$ cat src/rtl/bsu_pkg.sv
package bsu_pkg;
  typedef enum logic [1:0] {
    ST_IDLE = 2'd0,
    ST_ADDR = 2'd1,
    ST_WAIT = 2'd2
  } bsu_state_t;
endpackage

$ cat src/rtl/bsu_lane_plan.sv
module bsu_lane_plan #(
  parameter int LANES  = 4,
  parameter int SIZE_W = 2,
  localparam int OFF_W = $clog2(LANES),
  localparam int DW    = 8 * LANES
) (
  input  logic [OFF_W-1:0]  off,
  input  logic [SIZE_W-1:0] size,
  input  logic [DW-1:0]     wdata,
  output logic [LANES-1:0]  en_lo,
  output logic [LANES-1:0]  en_hi,
  output logic              split,
  output logic [DW-1:0]     wd_lo,
  output logic [DW-1:0]     wd_hi
);
  logic [2*LANES-1:0] span;
  logic [2*DW-1:0]    wide;
  int                 nb;

  always_comb begin
    if (int'(size) >= OFF_W) nb = LANES;
    else                     nb = 1 << size;
  end

  for (genvar i = 0; i < 2*LANES; i++) begin : g_span
    assign span[i] = (i >= int'(off)) && (i < int'(off) + nb);
  end

  always_comb begin
    wide  = {{DW{1'b0}}, wdata} << {off, 3'b000};
    wd_lo = wide[DW-1:0];
    wd_hi = wide[2*DW-1:DW];
  end

  assign en_lo = span[LANES-1:0];
  assign en_hi = span[2*LANES-1:LANES];
  assign split = |en_hi;
endmodule

$ cat src/rtl/bsu_read_merge.sv
module bsu_read_merge #(
  parameter int LANES  = 4,
  parameter int SIZE_W = 2,
  localparam int OFF_W = $clog2(LANES),
  localparam int DW    = 8 * LANES
) (
  input  logic [DW-1:0]     lo_word,
  input  logic [DW-1:0]     hi_word,
  input  logic [OFF_W-1:0]  off,
  input  logic [SIZE_W-1:0] size,
  output logic [DW-1:0]     result
);
  logic [2*DW-1:0] shifted;
  int              nb;

  always_comb begin
    if (int'(size) >= OFF_W) nb = LANES;
    else                     nb = 1 << size;
    shifted = {hi_word, lo_word} >> {off, 3'b000};
  end

  for (genvar b = 0; b < LANES; b++) begin : g_keep
    assign result[8*b +: 8] = (b < nb) ? shifted[8*b +: 8] : 8'h00;
  end
endmodule

$ cat src/rtl/bsu_low_addr.sv
module bsu_low_addr #(
  parameter int LANES = 4,
  localparam int OFF_W = $clog2(LANES)
) (
  input  logic [LANES-1:0] en,
  output logic [OFF_W-1:0] idx
);
  always_comb begin
    idx = '0;
    for (int i = LANES - 1; i >= 0; i--) begin
      if (en[i]) idx = OFF_W'(i);
    end
  end
endmodule

$ cat src/rtl/bus_split_unit.sv
module bus_split_unit #(
  parameter int LANES  = 4,
  parameter int ADDR_W = 32,
  parameter int SIZE_W = 2,
  localparam int OFF_W = $clog2(LANES),
  localparam int DW    = 8 * LANES,
  localparam int WA_W  = ADDR_W - OFF_W
) (
  input  logic              clk,
  input  logic              rst_n,
  input  logic              req_valid,
  input  logic [ADDR_W-1:0] req_addr,
  input  logic [SIZE_W-1:0] req_size,
  input  logic              req_write,
  input  logic              req_mem,
  input  logic              req_data,
  input  logic              req_lock,
  input  logic [DW-1:0]     req_wdata,
  output logic              req_busy,
  output logic              req_done,
  output logic [DW-1:0]     req_rdata,
  output logic [WA_W-1:0]   bus_addr,
  output logic [LANES-1:0]  bus_be_n,
  output logic [OFF_W-1:0]  bus_a10,
  output logic              bus_ads_n,
  output logic              bus_wr,
  output logic              bus_mio,
  output logic              bus_dc,
  output logic              bus_lock,
  output logic [DW-1:0]     bus_wdata,
  input  logic [DW-1:0]     bus_rdata,
  input  logic              bus_rdy_n
);
  import bsu_pkg::*;

  // reset: asserted asynchronously, released on the clock
  logic [1:0] rs_q;
  logic       rst_s;
  always_ff @(posedge clk or negedge rst_n) begin
    if (!rst_n) rs_q <= '0;
    else        rs_q <= {rs_q[0], 1'b1};
  end
  assign rst_s = rs_q[1];

  // lane planning of the incoming request
  logic [LANES-1:0] pl_en_lo, pl_en_hi;
  logic             pl_split;
  logic [DW-1:0]    pl_wd_lo, pl_wd_hi;

  bsu_lane_plan #(.LANES(LANES), .SIZE_W(SIZE_W)) u_plan (
    .off   (req_addr[OFF_W-1:0]),
    .size  (req_size),
    .wdata (req_wdata),
    .en_lo (pl_en_lo),
    .en_hi (pl_en_hi),
    .split (pl_split),
    .wd_lo (pl_wd_lo),
    .wd_hi (pl_wd_hi)
  );

  // state
  bsu_state_t       st_q, st_d;
  logic             phase_q, phase_d;
  logic             lock_q, lock_d;
  logic             done_q;
  logic [WA_W-1:0]  word_q;
  logic [OFF_W-1:0] off_q;
  logic [SIZE_W-1:0] size_q;
  logic             split_q, wr_q, mio_q, dc_q;
  logic [LANES-1:0] en_lo_q, en_hi_q;
  logic [DW-1:0]    wd_lo_q, wd_hi_q, buf_lo_q, rdata_q;

  logic accept, rdy, last, ld_req, ld_lo, ld_done;
  logic [DW-1:0] merged, mrg_lo, mrg_hi;
  logic [LANES-1:0] en_act;

  assign accept  = (st_q == ST_IDLE) && req_valid;
  assign rdy     = (st_q == ST_WAIT) && !bus_rdy_n;
  assign last    = phase_q || !split_q;
  assign ld_req  = accept;
  assign ld_lo   = rdy && !last;
  assign ld_done = rdy && last;

  // next state
  always_comb begin
    st_d    = st_q;
    phase_d = phase_q;
    lock_d  = lock_q;
    unique case (st_q)
      ST_IDLE: begin
        if (accept) begin
          st_d    = ST_ADDR;
          phase_d = 1'b0;
          lock_d  = lock_q | req_lock;
        end else begin
          lock_d  = lock_q & req_lock;
        end
      end
      ST_ADDR: st_d = ST_WAIT;
      ST_WAIT: begin
        if (rdy) begin
          if (last) begin
            st_d   = ST_IDLE;
            lock_d = lock_q & req_lock;
          end else begin
            st_d    = ST_ADDR;
            phase_d = 1'b1;
          end
        end
      end
      default: st_d = ST_IDLE;
    endcase
  end

  // control registers
  always_ff @(posedge clk or negedge rst_s) begin
    if (!rst_s) begin
      st_q    <= ST_IDLE;
      phase_q <= 1'b0;
      lock_q  <= 1'b0;
      done_q  <= 1'b0;
    end else begin
      st_q    <= st_d;
      phase_q <= phase_d;
      lock_q  <= lock_d;
      done_q  <= ld_done;
    end
  end

  // request registers, loaded on acceptance
  always_ff @(posedge clk or negedge rst_s) begin
    if (!rst_s) begin
      word_q  <= '0;
      off_q   <= '0;
      size_q  <= '0;
      split_q <= 1'b0;
      wr_q    <= 1'b0;
      mio_q   <= 1'b0;
      dc_q    <= 1'b0;
      en_lo_q <= '0;
      en_hi_q <= '0;
      wd_lo_q <= '0;
      wd_hi_q <= '0;
    end else if (ld_req) begin
      word_q  <= req_addr[ADDR_W-1:OFF_W];
      off_q   <= req_addr[OFF_W-1:0];
      size_q  <= req_size;
      split_q <= pl_split;
      wr_q    <= req_write;
      mio_q   <= req_mem;
      dc_q    <= req_data;
      en_lo_q <= pl_en_lo;
      en_hi_q <= pl_en_hi;
      wd_lo_q <= pl_wd_lo;
      wd_hi_q <= pl_wd_hi;
    end
  end

  // read data capture
  always_ff @(posedge clk or negedge rst_s) begin
    if (!rst_s)     buf_lo_q <= '0;
    else if (ld_lo) buf_lo_q <= bus_rdata;
  end

  assign mrg_lo = split_q ? buf_lo_q  : bus_rdata;
  assign mrg_hi = split_q ? bus_rdata : '0;

  bsu_read_merge #(.LANES(LANES), .SIZE_W(SIZE_W)) u_merge (
    .lo_word (mrg_lo),
    .hi_word (mrg_hi),
    .off     (off_q),
    .size    (size_q),
    .result  (merged)
  );

  always_ff @(posedge clk or negedge rst_s) begin
    if (!rst_s)       rdata_q <= '0;
    else if (ld_done) rdata_q <= merged;
  end

  // bus side
  assign en_act = (st_q == ST_IDLE) ? '0 : (phase_q ? en_hi_q : en_lo_q);

  bsu_low_addr #(.LANES(LANES)) u_low (
    .en  (en_act),
    .idx (bus_a10)
  );

  assign bus_addr  = word_q + WA_W'(phase_q);
  assign bus_be_n  = ~en_act;
  assign bus_ads_n = (st_q != ST_ADDR);
  assign bus_wr    = wr_q;
  assign bus_mio   = mio_q;
  assign bus_dc    = dc_q;
  assign bus_lock  = lock_q;
  assign bus_wdata = phase_q ? wd_hi_q : wd_lo_q;
  assign req_busy  = (st_q != ST_IDLE);
  assign req_done  = done_q;
  assign req_rdata = rdata_q;

  // assertions
  a_r4_ads_one_clock: assert property (@(posedge clk) disable iff (!rst_s)
    !bus_ads_n |=> bus_ads_n);
  a_r4_type_held: assert property (@(posedge clk) disable iff (!rst_s)
    !bus_ads_n |=> ($stable(bus_wr) && $stable(bus_mio) && $stable(bus_dc)
                    && $stable(bus_addr) && $stable(bus_be_n)));
  a_r2_some_enable: assert property (@(posedge clk) disable iff (!rst_s)
    !bus_ads_n |-> ($countones(~bus_be_n) != 0));
  a_r3_next_word: assert property (@(posedge clk) disable iff (!rst_s)
    (!bus_ads_n && phase_q) |-> (bus_addr == $past(bus_addr) + WA_W'(1)));
  a_r8_lane0_low: assert property (@(posedge clk) disable iff (!rst_s)
    (!bus_ads_n && !bus_be_n[0]) |-> (bus_a10 == '0));
  a_r9_lock_hold: assert property (@(posedge clk) disable iff (!rst_s)
    (bus_lock && req_busy && !(rdy && last)) |=> bus_lock);
  a_r9_lock_drop: assert property (@(posedge clk) disable iff (!rst_s)
    (bus_lock && rdy && last && !req_lock) |=> !bus_lock);
  a_r10_done_pulse: assert property (@(posedge clk) disable iff (!rst_s)
    req_done |=> !req_done);
endmodule

$ cat config.mk
export PLATFORM = sky130hd
export DESIGN_NAME = bus_split_unit
export DESIGN_NICKNAME = d
export VERILOG_FILES = /design/src/rtl/bsu_pkg.sv /design/src/rtl/bsu_lane_plan.sv /design/src/rtl/bsu_read_merge.sv /design/src/rtl/bsu_low_addr.sv /design/src/rtl/bus_split_unit.sv
export SDC_FILE = /design/constraint.sdc
export NUM_CORES = 1
export LEC_CHECK = 0
export ABC_AREA = 0
export ABC_CLOCK_PERIOD_IN_PS = 8000
export BUFFER_PORTS_ARGS = -buffer_cell sky130_fd_sc_hd__buf_2
export CAP_MARGIN = 20
export CELL_PAD_IN_SITES_DETAIL_PLACEMENT = 1
export CELL_PAD_IN_SITES_GLOBAL_PLACEMENT = 1
export CORE_UTILIZATION = 45
export DETAILED_ROUTE_END_ITERATION = 7
export PLACE_DENSITY = 0.89
export SYNTH_ARGS = -nofsm -noshare
export SYNTH_HDL_FRONTEND = slang
export SYNTH_SLANG_ARGS = --single-unit
$ cat constraint.sdc
create_clock -name clk -period 8 [get_ports clk]
set_input_delay 1.6 -clock clk [delete_from_list [all_inputs] [get_ports clk]]
set_output_delay 1.6 -clock clk [all_outputs]
set_load 0.02 [all_outputs]
==> impl_results.md <==
- Unrepaired setup endpoints after global routing: no
- Count leader, synth: nand2_1
- Mux share of post-synthesis cell area: 19.2%
- M2 GR Usage: 45.3%
- IO Port Bufs: 212
- Remaining antenna violation count after routing: 0
- Initial Util: 46.4%
- P_leak: 5.44 nW
- PwrDens: 415 nW/um^2
- Synth Area per Inst: 9.87 um^2
- DIE AREA: 21600 um^2
- Syn. warnings: 0
- DIE WIDTH: 147 um
- Drc violations: 0
- First-pass GRT wire length: 45800 um
- Post-layout min period: 4.80 ns
- Hold buffers post-CTS: 0
- Clock Skew: 0.0171 ns
- Final Max Slew Viols: 0
- Yosys top cell by area: dfrtp_1
- Synthesized instance count: 960
- Final setup fails: 0
- H-tree depth: 4
- Post-Synth XOR/XNOR Area: 2.68%
- Total GRT Usage: 27.0%
- Busiest grt layer: met2
- Worst-Margin Slew: 1.03 ns
- Main combinational cell family by area after synthesis: multiplexers
- Routed Wire Length: 28600 um
- WP data arrival: 3.20 ns
- Top cells by area, synth: dfrtp_1 (46%), mux2_2 (9.9%), nand2_1 (9.2%)
- Antenna violations before repair: 3
- I/O pin cnt: 213
- Vias/cell: 5.76
- Mapped Nets: 1071
- Synthesis-to-layout area growth: 20.1%
- Clk_lat worst skew: 0.43 ns
- Slew headroom: 30.8%
- Post-DP HPWL: 19400 um
- CP cell instances: buf_4 > ha_1 > ha_1 > nand4_1 > or4_4 > nor3_2 > xor2_1 > buf_2
- Yosys cell types: 50
- First-pass DRT Iterations: 5
- Share of cells above drive strength 1: 32.3%
- Sum Neg Setup Slack: 0 ns
- Nets: 1249
- Die height: 147 um
- CP bufs+invs: 2
- Num rows: 52
- Crit end category: output port
- Max Freq: 208 MHz
- Vias in the first global route: 8645
- Peak supply drop: 0.221 mV
- Final Non-Filler Cells: 1425
- WP data required: 6.40 ns
- GR Util met1: 34.3%
- Post-CTS Setup Bufs: 0
- Max incr delay on CP: 0.59 ns
- Crit path max fanout: 39
- Simple-gate area share of the yosys netlist: 17.5%
- Max cap viols: 0
- GPL Wtd Cong: 0.828
- List of most frequent post-synthesis cells: nand2_1 (231), dfrtp_1 (173), mux2_2 (83)
- Status: completed
- Clk buf depth: 2
- Most common flop cell mapped by yosys: dfrtp_1
- Total number of vias: 8211
- Final period utilization: 60.0%
- Post-synthesis adder-cell area fraction: 0.740%
- Hold Path Class: reg2async
- CTS tree: yes
- Cell area after synthesis: 9470 um^2
- Post-synthesis sequential element count: 173
- Resized cells post-CTS: 0
- Setup Crit Path Kind: reg2out
- Remaining global-route overflow: 0
- Post-synth EDFFs: 0
- Synth Area in Compound Gates: 10.9%
- Largest net degree at the start of global routing: 82
- Clk slew on worst S/H paths: 0.07 ns
- First DRT Iteration DRCs: 351
- Setup crit start kind: flip-flop
- Async S/R FF share, synth: 100%
- Seq/Total Area, Yosys: 45.7%
- Worst path slowest cell: or4_4
- Synth top area share: 45.7%
- Placed cell count: 1387
- CTS root buf: clkbuf_16
- Num Clock Sinks: 173
- WL/cell: 20.1 um
- Fin. Hold Viols: 0
- Most frequent CP cell: ha_1
- Clock buffer count from CTS: 17
- Core Footprint: 20400 um^2
- Top delay family on crit path: simple AND/OR/NAND/NOR gates
- Met3 usage: 5.93%
==> placed cells by master, fill, tap and decap left out, types with 17 or more instances in the layout <==
master / instances
dfrtp_1: 169
nand3_1: 28
xnor2_1: 18
mux2_2: 83
nor2_1: 55
o21ai_0: 33
mux4_2: 17
nand2_1: 230
a21oi_1: 37
mux2i_1: 50
nor2b_1: 22
buf_2: 212
clkbuf_16: 17
==> metrics by stage <==
stage          instance area [um^2]  util [%]  hold WS, ns  total power [mW]  worst slack [ns]
2_1_floorplan                  9470         -        0.331              3.12              2.82
3_3_place_gp                  10700      52.3        0.160              3.71              3.77
3_5_place_dp                  10700      52.3        0.164              3.83              3.68
4_1_cts                       11300      55.4        0.171              4.74              3.20
5_1_grt                       11400      55.7        0.185              5.01              3.05
6_report                      11400      55.7        0.167              4.73              3.20
==> metal layers <==
layer	vias to the layer above	share of wire (%)
met5	-	0
met4	0	2.1
met3	35	5.6
met2	244	51
met1	4192	41
li1	3740	-
==> registers in the layout, indices dropped and copies added, names as in the netlist, 2 cells and up <==
name,count
wd_lo_q,32
word_q,30
size_q,2
st_q,2
en_lo_q,4
req_rdata,32
en_hi_q,4
off_q,2
wd_hi_q,24
buf_lo_q,32
rs_q,2
==> area by class of cell <==
class	count	area, um^2
well taps	270	338
inverters	8	30.0
diodes	4	10.0
flip-flops and latches	173	4340
repair buffers	225	1200
clock buffers	19	443
fillers	2360	9050
clock inverters	13	176
multi-input cells	713	4840
==> cell families (layout without fill, tap and decap cells) <==
kind of cell	after synthesis	after routing
AOI/OAI and AO/OA	153	153
xor gates and xnor gates	29	29
adders and majority gates	5	5
buffers and inverters	74	265
DFF	173	173
muxes	150	150
other	1	5
and+or+nand+nor	375	375
==> worst paths after layout <==
check                      startpoint       endpoint  slack, ns  depth (start not counted)
setup / recovery              phase_q   bus_addr[28]       3.20                          8
hold / removal                rs_q[1]   buf_lo_q[14]       0.17                          0
min in group clk              rs_q[0]        rs_q[1]       0.36                          0
max in group asynchronous     rs_q[1]     word_q[27]       6.27                          4
hold reg to reg               rs_q[1]   buf_lo_q[14]       0.17                          0
setup reg to reg              phase_q  req_rdata[22]       5.05                          8
==> worst register-to-register path, stage by stage, from the launching register on <==
cell and delay (ns):
dfrtp_1 0.36, buf_4 0.29, nor2b_1 0.30, nor2_1 0.06
nand2_1 0.06, buf_4 0.30, clkinv_1 0.51, nand2_1 0.71
o2bb2ai_1 0.21
==> power by group <==
group	switching, mW	leakage [nW]	internal (mW)	total [mW]
clock network	0.373	0.305	0.509	0.883
registers	0.342	2.17	1.26	1.60
logic	1.33	2.97	0.908	2.24
(Power assumes the default switching activity.)
